<file path="config.mk">
export PLATFORM = sky130hd
export DESIGN_NAME = lsag_top
export DESIGN_NICKNAME = d
export VERILOG_FILES = /design/src/rtl/lsag_pkg.sv /design/src/rtl/lsag_disp.sv /design/src/rtl/lsag_adder.sv /design/src/rtl/lsag_route.sv /design/src/rtl/lsag_top.sv
export SDC_FILE = /design/constraint.sdc
export NUM_CORES = 1
export LEC_CHECK = 0
export BUFFER_PORTS_ARGS = -buffer_cell sky130_fd_sc_hd__clkbuf_2
export CAP_MARGIN = 15
export CORE_ASPECT_RATIO = 1.75
export CORE_MARGIN = 10
export CORE_UTILIZATION = 40
export CTS_BUF_LIST = sky130_fd_sc_hd__clkbuf_4 sky130_fd_sc_hd__clkbuf_8 sky130_fd_sc_hd__clkbuf_16
export CTS_CLUSTER_SIZE = 24
export DETAILED_ROUTE_END_ITERATION = 16
export PLACE_DENSITY_LB_ADDON = 0.15
export SETUP_SLACK_MARGIN = 0.5
export SLEW_MARGIN = 0
export SYNTH_ARGS = -nofsm -noshare
export SYNTH_HDL_FRONTEND = slang
export SYNTH_SLANG_ARGS = --single-unit
</file>
<file path="constraint.sdc">
create_clock -name clk -period 5.28 [get_ports clk]
set_clock_uncertainty 0.2 [all_clocks]
set_input_delay 0 -clock clk [delete_from_list [all_inputs] [get_ports clk]]
set_output_delay 0 -clock clk [all_outputs]
set_load 0.02 [all_outputs]
</file>
<file path="src/rtl/lsag_pkg.sv">
package lsag_pkg;
  typedef enum logic [1:0] {
    IDX_OFFSET = 2'b00,
    IDX_PRE    = 2'b01,
    IDX_POST   = 2'b10,
    IDX_SPARE  = 2'b11
  } idx_mode_e;
endpackage

</file>
<file path="src/rtl/lsag_disp.sv">
// Turns an unsigned magnitude and a direction bit into a signed displacement.
module lsag_disp #(
  parameter int AW = 32,
  parameter int OW = 12
) (
  input  logic [OW-1:0] mag_i,
  input  logic          sub_i,
  output logic [AW-1:0] disp_o
);
  localparam int PADW = AW - OW;
  logic [AW-1:0] zext;
  always_comb begin
    zext   = {{PADW{1'b0}}, mag_i};
    disp_o = sub_i ? (~zext + {{(AW-1){1'b0}}, 1'b1}) : zext;
  end
endmodule

</file>
<file path="src/rtl/lsag_adder.sv">
// Modulo 2^AW sum of base and displacement.
module lsag_adder #(
  parameter int AW = 32
) (
  input  logic [AW-1:0] base_i,
  input  logic [AW-1:0] disp_i,
  output logic [AW-1:0] sum_o
);
  always_comb sum_o = base_i + disp_i;
endmodule

</file>
<file path="src/rtl/lsag_route.sv">
// Chooses the access address and write-back behaviour for each mode.
module lsag_route #(
  parameter int AW = 32
) (
  input  logic [1:0]    mode_i,
  input  logic [AW-1:0] base_i,
  input  logic [AW-1:0] sum_i,
  output logic [AW-1:0] addr_o,
  output logic          wb_en_o,
  output logic [AW-1:0] wb_val_o
);
  import lsag_pkg::*;
  always_comb begin
    addr_o   = sum_i;
    wb_en_o  = 1'b0;
    wb_val_o = base_i;
    case (idx_mode_e'(mode_i))
      IDX_PRE: begin
        addr_o   = sum_i;
        wb_en_o  = 1'b1;
        wb_val_o = sum_i;
      end
      IDX_POST: begin
        addr_o   = base_i;
        wb_en_o  = 1'b1;
        wb_val_o = sum_i;
      end
      default: begin
        addr_o   = sum_i;
        wb_en_o  = 1'b0;
        wb_val_o = base_i;
      end
    endcase
  end
endmodule

</file>
<file path="src/rtl/lsag_top.sv">
module lsag_top #(
  parameter int AW = 32,
  parameter int OW = 12
) (
  input  logic          clk,
  input  logic          rst,
  input  logic          req_i,
  input  logic [AW-1:0] base_i,
  input  logic [OW-1:0] off_mag_i,
  input  logic          off_sub_i,
  input  logic [1:0]    mode_i,
  output logic          vld_o,
  output logic [AW-1:0] addr_o,
  output logic          wb_en_o,
  output logic [AW-1:0] wb_base_o
);
  logic [AW-1:0] disp;
  logic [AW-1:0] sum;
  logic [AW-1:0] addr_c;
  logic          wb_en_c;
  logic [AW-1:0] wb_val_c;

  lsag_disp #(.AW(AW), .OW(OW)) u_disp (
    .mag_i (off_mag_i),
    .sub_i (off_sub_i),
    .disp_o(disp)
  );

  lsag_adder #(.AW(AW)) u_add (
    .base_i(base_i),
    .disp_i(disp),
    .sum_o (sum)
  );

  lsag_route #(.AW(AW)) u_route (
    .mode_i  (mode_i),
    .base_i  (base_i),
    .sum_i   (sum),
    .addr_o  (addr_c),
    .wb_en_o (wb_en_c),
    .wb_val_o(wb_val_c)
  );

  always_ff @(posedge clk) begin
    if (rst) begin
      vld_o     <= 1'b0;
      wb_en_o   <= 1'b0;
      addr_o    <= '0;
      wb_base_o <= '0;
    end else begin
      vld_o   <= req_i;
      wb_en_o <= req_i & wb_en_c;
      if (req_i) begin
        addr_o    <= addr_c;
        wb_base_o <= wb_val_c;
      end
    end
  end
endmodule

</file>
==> results of run 1 <==
how the worst max path moves through the flow:
stage               depth (start not counted)             to  slack [ps]         start
CTS                                        15  wb_base_o[27]        1430  off_mag_i[4]
global placement                           15  wb_base_o[27]        1170  off_mag_i[4]
detailed placement                         15  wb_base_o[27]        1110  off_mag_i[4]
finish                                     15  wb_base_o[27]        1430  off_mag_i[4]
global route                               16  wb_base_o[25]        1080  off_mag_i[2]
floorplan                                  15  wb_base_o[27]        1600  off_mag_i[4]
placed cells by master (no fill, tap or decap), types with 10 or more instances in the layout:
cell type      instances
clkbuf_2             114
nor2_1                70
nand2_1               83
nor3_1                11
a211oi_1              20
nand3_1               16
dlygate4sd3_1         33
xnor2_1               27
a21oi_1               29
ha_1                  35
inv_1                 15
a311oi_1              17
o31a_1                11
o211ai_1              13
mux2i_1               24
xor2_1                10
a21o_1                13
dfxtp_1               66
o21ai_0               42
registers in the layout, summed over array words and instances (netlist names):
name       cells
vld_o          1
addr_o        32
wb_base_o     32
wb_en_o        1
layer usage:
layer	global-route usage [%]	vias to the layer above	wire length [microns]
met4	9.89	0	617
met2	35.0	152	8990
li1	-	2605	-
met1	21.5	2459	7090
met5	0	-	0
met3	3.40	36	694
layout make-up:
type	count	area, sq um
fill	1246	6020
multi-input combinational	518	3460
sequential	66	1320
timing repair buffer	152	938
clock buffer	9	225
tap	168	210
clock inverter	7	124
inverter	17	63.8
per-stage QoR:
stage | instances | hold slack, ps
floorplan | 643 | -54.4
global placement | 888 | 93.3
detailed placement | 888 | 110
CTS | 937 | 78.9
global route | 937 | 121
finish | 937 | 75.1
critical path: stages:
cell	delay (ps)
clkbuf_2	100
or3_1	380
nor2_1	140
nand2_1	90
or2_2	350
o41ai_1	350
xnor2_1	120
ha_1	260
or3_1	400
o211ai_2	110
a211oi_2	150
o41ai_4	610
nor2_1	150
o41a_1	450
a211oi_2	240
repair_timing:
action	in CTS	in global routing
hold buffers	33	0
endpoints found under the hold margin	63	0
setup endpoints to repair	0	0
cells by family after synthesis:
logic type	after synthesis	synth area share, %
multiplexers	24	4.79
flip-flops	66	26.3
adder cells (fa/ha/maj)	36	9.13
AND/OR/NAND/NOR	220	19.4
XOR/XNOR	37	6.46
AO/OA/AOI/OAI	201	29.2
buffers and inverters	59	4.66
power by group through the flow:
stage | Combinational, mW | Clock (mW) | Sequential, mW
2_1_floorplan | 0.400 | 0 | 0.646
6_report | 0.679 | 0.720 | 0.577
4_1_cts | 0.682 | 0.727 | 0.577
5_1_grt | 0.749 | 0.749 | 0.583
3_5_place_dp | 0.659 | 0 | 0.588
3_3_place_gp | 0.654 | 0 | 0.586
==> run_results.csv, run 1 <==
group,metric,value,unit
sta,setup_violations,0,
placement,dp_hpwl,13.5,mm
worst_hold_path,worstHoldStart,"rst",
placement,placement.io_buffers,115,
clock_network,cts-htree-levels,3,
drt,dr.pass1.iters,4,
final_layout,stdcell_area,6340,sq um
worst_setup_path,reg2reg_depth,3,
grt,grt_usage,19.5,%
placement,place_congestion,0.917,
worst_setup_path,critical_path_required,5340,ps
die,die_area,17600,sq um
die,core,12400,sq um
outcome,status,"finished, final reports clean",
synth,synthTopCellsByArea,"dfxtp_1, ha_1, nand2_1",
sta,finalCritPeriodShare,72.9,%
synth,synth_edf_count,0,
die,initial_core_util,40.6,%
synth,yosys.cell_types.count,65,
grt,grt.overflow.total,0,
worst_setup_path,start_kind,"input port",
drt,drtIter0Drc,208,
power_and_ir_drop,p_seq_share,29.2,%
power_and_ir_drop,pwr-share-comb,34.4,%
synth,synth_most_common_cell,"nand2_1",
sta,fin_crit,3850,ps
die,rows,54,
worst_hold_path,whs_path_depth,3,
synth,synth-main-ff-cell,"dfxtp_1",
sta,slew-limit-headroom,34.9,%
worst_setup_path,worstSetupEndpointType,"flip-flop",
final_layout,post_route_cells_drive_above_1_share,19.6,%
worst_setup_path,cp.arrival,3910,ps
drt,finalWirelength,17.4,mm
final_layout,fin_nets,850,
synth,synth_top_area_share,26.3,%
placement,dp_slack,1110,ps
clock_network,cts_setup_buffers,0,
clock_network,numCtsBuffers,9,
worst_hold_path,hold_path.class,"in -> reg",
synth,synth_commonest_cells,"nand2_1, nor2_1, dfxtp_1",
power_and_ir_drop,internal_power,1.27,mW
worst_setup_path,critPathMaxFanout,7,
drt,wl_per_cell,18.6,microns
power_and_ir_drop,p_per_area,311,nW/um^2
placement,placed_area,5670,sq um
clock_network,cts_buffer_depth,2,
power_and_ir_drop,p_clk_share,36.4,%
synth,async_flop_share,0,%
clock_network,clk_latency,350,ps
synth,avgSynthCellArea,7.80,sq um
clock_network,clk_pin_slew,60,ps
clock_network,cts.root.buffer_cell,"clkbuf_16",
sta,setup_tns,0,ps
sta,clock.fmax,260,MHz
die,chipWidth,105,microns
drt,ant_nets,0,
clock_network,tritoncts,"yes",
final_layout,syn2layout_area_growth,26.5,%
drt,drc,0,
power_and_ir_drop,cellLeakagePower,2.82,nW
power_and_ir_drop,peakVddDrop,0.162,mV
sta,fin_ws,1430,ps
clock_network,cts.sinks,66,
synth,synth_top_area_cell,"dfxtp_1",
job,cap_violations,0,
final_layout,antennaDiodeCount,0,
synth,synth_cells,643,
worst_setup_path,r2r_end,"wb_base_o[29]",
sta,finalMaxSlewViolations,0,
die,io_pins,116,
sta,rsz0062_at_grt,"false",
drt,via_per_inst,5.61,
sta,hold_viol,0,
power_and_ir_drop,p_total,1.98,mW
synth,synth_fp_nets,729,
synth,ys_warn_count,0,
power_and_ir_drop,switching_power,0.703,mW
synth,ys_ff_latch,66,
worst_setup_path,reg2reg_from,"wb_base_o[29]",
final_layout,utilization,51.3,%
worst_setup_path,path_class,"in -> reg",
grt,grt_pass1_wl,28.1,mm
grt,grt_start_max_net_pins,88,
drt,num_vias,5252,
die,dieHeight,168,microns
power_and_ir_drop,swShare,35.6,%
grt,grt_pass1_vias,5329,
grt,antenna_found_initial,0,
worst_hold_path,min_to,"wb_base_o[19]",
synth,synth_seq_area_share,26.3,%
sta,tightest_slew,977,ps
worst_setup_path,r2r_setup_slack,4170,ps
synth,syn-cell-area,5020,sq um
clock_network,cts_resized,0,
Power figures use the tool's default switching activity.
==> inputs of run 2 (changes only) <==
--- a/config.mk
+++ b/config.mk
@@ -5,6 +5,7 @@
 export SDC_FILE = /design/constraint.sdc
 export NUM_CORES = 1
 export LEC_CHECK = 0
+export ABC_AREA = 1
 export BUFFER_PORTS_ARGS = -buffer_cell sky130_fd_sc_hd__clkbuf_2
 export CAP_MARGIN = 15
 export CORE_ASPECT_RATIO = 1.75
==> constraint.sdc (replaced) <==
create_clock -name clk -period 3.7 [get_ports clk]
set_clock_uncertainty 0.2 [all_clocks]
set_input_delay 0 -clock clk [delete_from_list [all_inputs] [get_ports clk]]
set_output_delay 0 -clock clk [all_outputs]
set_load 0.02 [all_outputs]
==> run_results.csv, run 2 <==
group,metric,value,unit
power_and_ir_drop,swShare,39.0,%
die,core,14400,sq um
grt,grt_usage,21.7,%
clock_network,cts_setup_buffers,0,
final_layout,layout_commonest_cell,"nand2_1",
clock_network,cts-htree-levels,3,
final_layout,nFillCells,1541,
worst_setup_path,cp_top_family,"simple AND/OR/NAND/NOR gates",
synth,synth_seq_area_share,22.7,%
worst_setup_path,crit_top_cell,"nand2_1",
synth,synthMuxAreaShare,0,%
placement,place_congestion,1.02,
synth,avgSynthCellArea,5.96,sq um
worst_setup_path,path_class,"in -> reg",
power_and_ir_drop,p_clk_share,33.1,%
final_layout,syn2layout_area_growth,22.4,%
outcome,status,"finished, final reports clean",
die,rows,58,
final_layout,top_regs,"addr_o (32), wb_base_o (32)",
worst_setup_path,max_stage_delay,360,ps
sta,clock.fmax,343,MHz
sta,rsz0062_at_grt,"false",
worst_setup_path,reg2reg_depth,3,
placement,dp_cells,1246,
die,dieHeight,180,microns
synth,syn-cell-area,5830,sq um
die,initial_core_util,40.6,%
sta,hold_viol,0,
grt,grt_pass1_vias,6595,
final_layout,post_route_cells_drive_above_1_share,17.0,%
final_layout,stdcell_count,1295,
worst_setup_path,cp.arrival,2980,ps
drt,wl_per_cell,17.3,microns
sta,finalCritPeriodShare,78.9,%
synth,synth_compound_area_share,16.9,%
drt,dr.pass1.iters,5,
worst_setup_path,critical_path_required,3760,ps
synth,synth-main-ff-cell,"dfxtp_1",
power_and_ir_drop,p_per_area,399,nW/um^2
worst_hold_path,hold_path.class,"in -> reg",
placement,placement.io_buffers,115,
synth,synth_cells,979,
synth,synthTopCellsByArea,"dfxtp_1, nand2_1, a21oi_1",
synth,synth_edf_count,0,
drt,ant_nets,0,
synth,synth_top_area_cell,"dfxtp_1",
sta,slew-limit-headroom,22.2,%
sta,hold_slack,15.5,ps
drt,num_vias,6527,
worst_hold_path,whs_path_depth,4,
worst_setup_path,path_depth,21,
worst_setup_path,cp_cell_sequence,"clkbuf_2 > inv_1 > ha_1 > inv_1 > nor3_1 > nand2_1 > nor2_2 > a21oi_1 > xor2_1 > ha_1 > nand2_1 > inv_1 > nand2_1 > nand2_1 > inv_1 > nand3_1 > nand2_1 > nand4_1 > nand3_1 > nand2_1 > a21oi_1",
drt,via_per_inst,5.04,
die,die_area,20000,sq um
power_and_ir_drop,pwr-share-comb,38.1,%
power_and_ir_drop,p_seq_share,28.8,%
die,io_pins,116,
grt,grt.overflow.total,0,
clock_network,tritoncts,"yes",
grt,grt_pass1_wl,35.0,mm
power_and_ir_drop,peakVddDrop,0.512,mV
clock_network,numCtsBuffers,9,
final_layout,final_cell_mix,"nand2_1, inv_1, a21oi_1",
drt,finalWirelength,22.4,mm
final_layout,fin_nets,1196,
worst_setup_path,crit_buf_inv,5,
die,chipWidth,111,microns
grt,grt_start_max_net_pins,76,
sta,fin_crit,2920,ps
synth,ys_warn_count,0,
worst_setup_path,start_kind,"input port",
synth,async_flop_share,0,%
clock_network,clk_pin_slew,60,ps
sta,setup_violations,0,
synth,yosys.cell_types.count,35,
synth,synth-xor-area-share,3.45,%
sta,setup_tns,0,ps
power_and_ir_drop,cellLeakagePower,3.86,nW
synth,synth_most_common_cell,"nand2_1",
clock_network,cts.sinks,66,
final_layout,multi_input_area,3730,sq um
clock_network,cts.root.buffer_cell,"clkbuf_16",
clock_network,clk_latency,330,ps
power_and_ir_drop,internal_power,1.74,mW
synth,synth_commonest_cells,"nand2_1, inv_1, a21oi_1",
power_and_ir_drop,p_total,2.85,mW
clock_network,cts_buffer_depth,2,
job,cap_violations,0,
grt,antenna_found_initial,0,
drt,drc,0,
synth,yosys.area_share.simple,35.6,%
placement,dp_hpwl,18.5,mm
power_and_ir_drop,switching_power,1.11,mW
sta,tightest_slew,1170,ps
worst_setup_path,critPathMaxFanout,7,
synth,synth_fa_ha_area_share,7.85,%
final_layout,antennaDiodeCount,0,
worst_setup_path,slowest_stage,"ha_1",
worst_setup_path,worstSetupEndpointType,"flip-flop",
synth,synth_top_area_share,22.7,%
synth,synth_top_family_by_area,"simple AND/OR/NAND/NOR gates",
synth,ys_ff_latch,66,
drt,drtIter0Drc,319,
final_layout,regArea,1320,sq um
synth,synth_fp_nets,1065,
sta,finalMaxSlewViolations,0,
[run 2: cell type report]
cell class | instances | share of cell area (%)
clock buffer | 9 | 3.16
multi-input combinational | 727 | 52.3
tap | 180 | 3.16
timing repair buffer | 154 | 13.5
inverter | 152 | 7.99
clock inverter | 7 | 1.42
sequential | 66 | 18.5
[run 2: what timing repair did]
action | in CTS | in global routing
hold buffers | 33 | 0
resized for setup | 0 | 2
endpoints found under the setup margin | 0 | 31
endpoints found under the hold margin | 64 | 0
[run 2: worst register-to-register path, cell delays in order (launching register included)]
cell	delay, ps
dfxtp_1	300
o21ai_0	140
a21oi_1	50
dlygate4sd3_1	550
[run 2: metrics by stage]
stage	utilization (%)	cell area, sq um	setup WS, ps
2_1_floorplan	-	5830	1130
3_3_place_gp	45.0	6470	422
3_5_place_dp	45.0	6470	352
4_1_cts	49.6	7130	684
5_1_grt	49.7	7140	517
6_report	49.7	7140	780
[run 2: cells by family (layout without fill, tap and decap cells)]
kind of cell | count (synthesis) | after routing
AO/OA/AOI/OAI | 175 | 175
XOR/XNOR | 23 | 23
adder cells (fa/ha/maj) | 36 | 36
buffers and inverters | 186 | 322
flip-flops | 66 | 66
AND/OR/NAND/NOR | 493 | 493
[run 2: worst paths after layout]
path | startpoint | endpoint | slack, ps
max | off_mag_i[0] | addr_o[25] | 780
min | off_mag_i[0] | wb_base_o[0] | 20
max reg2reg | addr_o[0] | addr_o[0] | 2350
min reg2reg | wb_base_o[24] | wb_base_o[24] | 260
[run 2: layer usage]
| metal | global-route usage (%) | up-vias | share of wire [%] |
|---|---|---|---|
| met5 | 0 | - | 0 |
| met4 | 16.2 | 0 | 8.0 |
| met3 | 3.27 | 76 | 3.8 |
| met2 | 40.8 | 187 | 53 |
| met1 | 20.5 | 2908 | 36 |
| li1 | - | 3356 | - |
[run 2: power by group through the flow]
stage / logic, mW / clock network, mW / registers, mW
after floorplan: 0.633 / 0 / 0.912
after global placement: 1.05 / 0 / 0.837
after detailed placement: 1.05 / 0 / 0.836
after CTS: 1.09 / 0.953 / 0.821
after global routing: 1.20 / 0.984 / 0.828
final: 1.08 / 0.942 / 0.821
